[config.mk]
export PLATFORM = sky130hd
export DESIGN_NAME = swbus_master
export DESIGN_NICKNAME = d
export VERILOG_FILES = /design/src/rtl/swbus_pkg.sv /design/src/rtl/swbus_prescale.sv /design/src/rtl/swbus_sync.sv /design/src/rtl/swbus_seq.sv /design/src/rtl/swbus_master.sv
export SDC_FILE = /design/constraint.sdc
export NUM_CORES = 1
export LEC_CHECK = 0
export BUFFER_PORTS_ARGS = -buffer_cell sky130_fd_sc_hd__buf_4
export CAP_MARGIN = 40
export CORE_ASPECT_RATIO = 1.25
export CORE_MARGIN = 5
export CORE_UTILIZATION = 57
export DETAILED_ROUTE_END_ITERATION = 7
export PLACE_DENSITY = 0.86
export SETUP_SLACK_MARGIN = 0.2
export SLEW_MARGIN = 20
export SYNTH_ARGS = -nofsm -noshare
export SYNTH_HDL_FRONTEND = slang
export SYNTH_HIERARCHICAL = 1
export SYNTH_SLANG_ARGS = --single-unit
[constraint.sdc]
create_clock -name clk -period 5.6 [get_ports clk]
set_clock_uncertainty 0.2 [all_clocks]
set_input_delay 0.84 -clock clk [delete_from_list [all_inputs] [get_ports clk]]
set_output_delay 0.84 -clock clk [all_outputs]
set_load 0.1 [all_outputs]
[src/rtl/swbus_pkg.sv]
package swbus_pkg;

  typedef enum logic [1:0] {
    OP_NOP   = 2'b00,
    OP_RESET = 2'b01,
    OP_WRITE = 2'b10,
    OP_READ  = 2'b11
  } swbus_op_e;

  typedef struct packed {
    swbus_op_e op;
    logic      wbit;
  } swbus_cmd_t;

endpackage

[src/rtl/swbus_prescale.sv]
module swbus_prescale #(
  parameter int CLKS_PER_US = 250
) (
  input  logic clk,
  input  logic rst_n,
  input  logic run,
  output logic tick
);

  generate
    if (CLKS_PER_US <= 1) begin : g_direct
      assign tick = run;
    end else begin : g_count
      localparam int PW = $clog2(CLKS_PER_US);
      localparam logic [PW-1:0] LAST = PW'(CLKS_PER_US - 1);
      logic [PW-1:0] cnt_q;

      always_ff @(posedge clk or negedge rst_n) begin
        if (!rst_n)             cnt_q <= '0;
        else if (!run)          cnt_q <= '0;
        else if (cnt_q == LAST) cnt_q <= '0;
        else                    cnt_q <= cnt_q + PW'(1);
      end

      assign tick = run && (cnt_q == LAST);

      // ticks are at least two clocks apart when a microsecond spans several clocks
      a_r10_tick_gap: assert property (@(posedge clk) disable iff (!rst_n)
        tick |=> !tick);
    end
  endgenerate

endmodule

[src/rtl/swbus_sync.sv]
module swbus_sync #(
  parameter int STAGES = 2
) (
  input  logic clk,
  input  logic rst_n,
  input  logic d,
  output logic q
);

  logic [STAGES-1:0] sh_q;

  generate
    genvar s;
    for (s = 0; s < STAGES; s++) begin : g_stage
      if (s == 0) begin : g_first
        always_ff @(posedge clk or negedge rst_n) begin
          if (!rst_n) sh_q[0] <= 1'b1;
          else        sh_q[0] <= d;
        end
      end else begin : g_next
        always_ff @(posedge clk or negedge rst_n) begin
          if (!rst_n) sh_q[s] <= 1'b1;
          else        sh_q[s] <= sh_q[s-1];
        end
      end
    end
  endgenerate

  assign q = sh_q[STAGES-1];

endmodule

[src/rtl/swbus_seq.sv]
module swbus_seq
  import swbus_pkg::*;
#(
  parameter int RST_LOW_US    = 480,
  parameter int RST_LISTEN_US = 480,
  parameter int PRES_AT_US    = 70,
  parameter int SLOT_US       = 60,
  parameter int RECOVER_US    = 2,
  parameter int W1_LOW_US     = 6,
  parameter int RD_LOW_US     = 2,
  parameter int RD_AT_US      = 13
) (
  input  logic       clk,
  input  logic       rst_n,
  input  logic       start,
  input  swbus_cmd_t cmd,
  input  logic       tick,
  input  logic       line_s,
  output logic       busy,
  output logic       done,
  output logic       drive_low,
  output logic       presence,
  output logic       rd_bit
);

  localparam int MAX_US = RST_LOW_US + RST_LISTEN_US + SLOT_US + RECOVER_US;
  localparam int CW     = $clog2(MAX_US + 1);

  function automatic logic [CW-1:0] f_low_us(swbus_op_e op, logic wb);
    case (op)
      OP_RESET: return CW'(RST_LOW_US);
      OP_WRITE: return wb ? CW'(W1_LOW_US) : CW'(SLOT_US);
      OP_READ:  return CW'(RD_LOW_US);
      default:  return '0;
    endcase
  endfunction

  function automatic logic [CW-1:0] f_total_us(swbus_op_e op);
    if (op == OP_RESET) return CW'(RST_LOW_US + RST_LISTEN_US);
    return CW'(SLOT_US + RECOVER_US);
  endfunction

  function automatic logic [CW-1:0] f_sample_us(swbus_op_e op);
    case (op)
      OP_RESET: return CW'(RST_LOW_US + PRES_AT_US);
      OP_READ:  return CW'(RD_AT_US);
      default:  return '0;
    endcase
  endfunction

  logic          busy_q, done_q, pres_q, rd_q;
  swbus_op_e     op_q;
  logic          wbit_q;
  logic [CW-1:0] us_q;

  logic          accept, at_end, at_sample, pres_capture, rd_capture;
  logic [CW-1:0] low_us, total_us, sample_us;

  assign low_us    = f_low_us(op_q, wbit_q);
  assign total_us  = f_total_us(op_q);
  assign sample_us = f_sample_us(op_q);

  assign accept       = start && !busy_q && (cmd.op != OP_NOP);
  assign at_end       = busy_q && tick && (us_q == total_us - CW'(1));
  assign at_sample    = busy_q && tick && (sample_us != '0) && (us_q == sample_us - CW'(1));
  assign pres_capture = at_sample && (op_q == OP_RESET);
  assign rd_capture   = at_sample && (op_q == OP_READ);

  always_ff @(posedge clk or negedge rst_n) begin
    if (!rst_n) begin
      busy_q <= 1'b0;
      op_q   <= OP_NOP;
      wbit_q <= 1'b0;
      us_q   <= '0;
    end else if (accept) begin
      busy_q <= 1'b1;
      op_q   <= cmd.op;
      wbit_q <= cmd.wbit;
      us_q   <= '0;
    end else if (busy_q) begin
      if (tick)   us_q   <= us_q + CW'(1);
      if (at_end) busy_q <= 1'b0;
    end
  end

  always_ff @(posedge clk or negedge rst_n) begin
    if (!rst_n) begin
      done_q <= 1'b0;
      pres_q <= 1'b0;
      rd_q   <= 1'b0;
    end else begin
      done_q <= at_end;
      if (pres_capture) pres_q <= !line_s;
      if (rd_capture)   rd_q   <= line_s;
    end
  end

  assign busy      = busy_q;
  assign done      = done_q;
  assign presence  = pres_q;
  assign rd_bit    = rd_q;
  assign drive_low = busy_q && (us_q < low_us);

  // the done pulse marks the first idle cycle after an operation
  a_r8_done_ends_busy: assert property (@(posedge clk) disable iff (!rst_n)
    done |-> (!busy && $past(busy)));

  // the microsecond count never restarts inside a running operation
  a_r9_no_restart: assert property (@(posedge clk) disable iff (!rst_n)
    (busy && $past(busy)) |-> (us_q >= $past(us_q)));

  // the read result only moves at a read sample point
  a_r7_rd_holds: assert property (@(posedge clk) disable iff (!rst_n)
    !rd_capture |=> $stable(rd_bit));

  // the presence flag only moves at a reset sample point
  a_r4_pres_holds: assert property (@(posedge clk) disable iff (!rst_n)
    !pres_capture |=> $stable(presence));

  // the line is pulled low only inside an operation
  a_r3_low_in_op: assert property (@(posedge clk) disable iff (!rst_n)
    drive_low |-> busy);

endmodule

[src/rtl/swbus_master.sv]
module swbus_master
  import swbus_pkg::*;
#(
  parameter int CLKS_PER_US   = 250,
  parameter int SYNC_STAGES   = 2,
  parameter int RST_LOW_US    = 480,
  parameter int RST_LISTEN_US = 480,
  parameter int PRES_AT_US    = 70,
  parameter int SLOT_US       = 60,
  parameter int RECOVER_US    = 2,
  parameter int W1_LOW_US     = 6,
  parameter int RD_LOW_US     = 2,
  parameter int RD_AT_US      = 13
) (
  input  logic       clk,
  input  logic       rst_n,
  input  logic       cmd_valid,
  input  logic [1:0] cmd_op,
  input  logic       cmd_wbit,
  input  logic       line_in,
  output logic       line_pull_low,
  output logic       busy,
  output logic       done,
  output logic       presence,
  output logic       rd_bit
);

  swbus_cmd_t cmd;
  logic       us_tick;
  logic       line_s;
  logic       busy_w;

  assign cmd.op   = swbus_op_e'(cmd_op);
  assign cmd.wbit = cmd_wbit;

  swbus_prescale #(
    .CLKS_PER_US(CLKS_PER_US)
  ) u_prescale (
    .clk  (clk),
    .rst_n(rst_n),
    .run  (busy_w),
    .tick (us_tick)
  );

  swbus_sync #(
    .STAGES(SYNC_STAGES)
  ) u_sync (
    .clk  (clk),
    .rst_n(rst_n),
    .d    (line_in),
    .q    (line_s)
  );

  swbus_seq #(
    .RST_LOW_US   (RST_LOW_US),
    .RST_LISTEN_US(RST_LISTEN_US),
    .PRES_AT_US   (PRES_AT_US),
    .SLOT_US      (SLOT_US),
    .RECOVER_US   (RECOVER_US),
    .W1_LOW_US    (W1_LOW_US),
    .RD_LOW_US    (RD_LOW_US),
    .RD_AT_US     (RD_AT_US)
  ) u_seq (
    .clk      (clk),
    .rst_n    (rst_n),
    .start    (cmd_valid),
    .cmd      (cmd),
    .tick     (us_tick),
    .line_s   (line_s),
    .busy     (busy_w),
    .done     (done),
    .drive_low(line_pull_low),
    .presence (presence),
    .rd_bit   (rd_bit)
  );

  assign busy = busy_w;

  // every operation opens with the line pulled low
  a_r2_starts_low: assert property (@(posedge clk) disable iff (!rst_n)
    $rose(busy) |-> line_pull_low);

endmodule

==> out/metrics.yaml <==
finalSetupViolations: 0
period_needed_ns: 3.575
vias_per_cell: 5.935
powerDensity_mw_per_mm2: 170.3
drv_slew: 0
synth_top_area_share_pct: 41.43
ir_drop_uv: 156.6
status: "completed"
first_iter_violations: 42
drive_gt1_share_pct: 14.37
crit_fanout: 6
n_antenna_cell: 0
worstSetupPathType: "reg2out"
dpl.cell_count: 196
yosysMostFrequentCell: "dfrtp_1"
drv_cap: 0
root_buffer: "clkbuf_4"
max_slew_margin_pct: 66.86
gp_congestion: 0.7926
h-tree-depth: 1
synth.area.top_cells: "dfrtp_1 41%, ha_1 9.9%, nand3_1 5.0%"
synth_cells: 153
ys_seq_area_share_pct: 44.90
vias: 1187
cp-end-kind: "primary output"
synth_warnings: 6
grt_setup_unrepaired: "no"
finalNonFillerCells: 200
cts_resized: 0
path_clk_slew_ns: 0.14
dieArea_mm2: 0.003786
post-dp-hpwl_um: 2321
worst_pin_slew_ns: 0.4919
cts_sinks: 27
grt_pass1_wl_um: 5292
drt-total-wl_um: 3005
synth_nets: 172
globalRouteOverflowTotal: 0
rows: 20
cts_tree: "done"
arrival_ns: 2.54
clk_latency_ns: 0.31
synthTopCellsByCount: "25 x dfrtp_1, 16 x nor2_1, 15 x nand3_1"
fin_crit_sh_pct: 63.84
nets: 187
drt_first_pass_iters: 4
ys.flop_type: "dfrtp_1"
worstSetupStartpointType: "flop"
coreArea_mm2: 0.002477
synth_edf_count: 0
syn_avg_cell_area_um2: 9.871
yosys.area.top_type: "dfrtp_1"
clock_path_buffers: 2
tns_ns: 0
cts_made_buffers: 3
ant_nets: 0
grt_pass1_vias: 1217
ys_seq_elements: 27
place.port_buffers: 11
antenna_found_initial: 0
finalHoldViolCount: 0
drt-wirelength-per-cell_um: 15.03
grt_max_degree: 28
areaGrowthSynthToFinish_pct: 9.776
die_w_um: 56.04
synth-async-reset-ratio_pct: 100.0
initial_utilization_pct: 60.96
track_usage_pct: 17.75
netlist_area_mm2: 0.001510
die_h_um: 67.55
post-cts-setup-buffer-count: 0
drc: 0
hold_path.class: "reg2reg"
fmax_ghz: 0.2797
io_pins: 12
leakage_nw: 0.7107
ys_types: 41
crit_required_ns: 4.56
hold_buffers: 0
## metrics by stage
stage | area (um2) | hold slack (ns) | setup WS (ns) | total power [mW] | util [%]
2_1_floorplan | 1510 | 0.1452 | 1.525 | 0.2002 | -
3_3_place_gp | 1630 | 0.1467 | 2.535 | 0.2070 | 65.81
3_5_place_dp | 1630 | 0.1482 | 2.388 | 0.2073 | 65.81
4_1_cts | 1658 | 0.1674 | 2.020 | 0.2870 | 66.92
5_1_grt | 1658 | 0.1715 | 1.924 | 0.3015 | 66.92
6_report | 1658 | 0.1654 | 2.025 | 0.2824 | 66.92
## cell type report
cell class,count,area (um2)
multi-input cells,118,802.0
well taps,33,41.29
repair buffers,11,82.58
flip-flops and latches,27,678.2
fillers,188,819.5
clock buffers,3,22.52
inverters,7,26.28
clock inverters,1,5.005
## state kept, by name (all words and copies together) (netlist names)
register	count
u_seq/presence	1
u_seq/us_q	10
u_prescale/g_count.cnt_q	8
u_seq/rd_bit	1
u_sync/sh_q	1
u_seq/done	1
u_seq/busy	1
u_sync/q	1
u_seq/wbit_q	1
u_seq/op_q	2
## kinds of logic after synthesis
family | Yosys count | synth area share, %
compound gates | 21 | 10.02
xor+xnor | 12 | 6.959
fa+ha+maj | 12 | 9.942
buf+inv | 8 | 1.988
flops | 27 | 44.90
mux | 4 | 2.900
simple gates | 69 | 23.28
## report_power, final
group	internal (mW)	switching [mW]	total (mW)
Combinational	0.00269	0.00410	0.00680
Sequential	0.196	0.000226	0.197
Clock	0.0267	0.0524	0.0791
## cell usage in the layout (no fill, tap or decap), types with 3 or more instances in the layout
master	instances
xnor2_1	5
nand3_1	15
or3_1	4
o21ai_0	4
ha_1	12
buf_4	11
xor2_1	7
and3_1	4
clkbuf_4	3
a31oi_1	3
nand2_1	13
inv_1	7
nor2_1	16
dfrtp_1	25
## critical path: stages, from the launching register on
cell	delay, ns
dfrtp_1	0.46
nand2b_1	0.20
or2_2	0.31
ha_1	0.30
o311a_1	0.14
a211oi_1	0.25
o21ai_1	0.12
a21oi_1	0.13
buf_4	0.30
## worst paths after layout
check	end	startpoint	cells past startpoint	slack (ns)
min reg2reg	u_sync/q$_DFF_PN1_	u_sync/sh_q[0]$_DFF_PN1_	0	0.17
max	line_pull_low	u_seq/op_q[0]$_DFFE_PN0P_	8	2.02
max reg2reg	u_seq/rd_bit$_DFFE_PN0P_	u_prescale/g_count.cnt_q[1]$_DFF_PN0_	9	2.82
min in group asynchronous	u_seq/us_q[5]$_DFFE_PN0P_	rst_n	1	0.21
max in group asynchronous	u_sync/q$_DFF_PN1_	rst_n	1	4.70
min	u_sync/q$_DFF_PN1_	u_sync/sh_q[0]$_DFF_PN1_	0	0.17
## metal layers
layer | global-route usage [%] | share of wire, % | vias up
li1 | - | - | 570
met1 | 19.03 | 38 | 576
met2 | 33.48 | 55 | 31
met3 | 3.250 | 4.2 | 10
met4 | 8.902 | 3.0 | 0
met5 | 0 | 0 | -
Power figures use the tool's default switching activity.
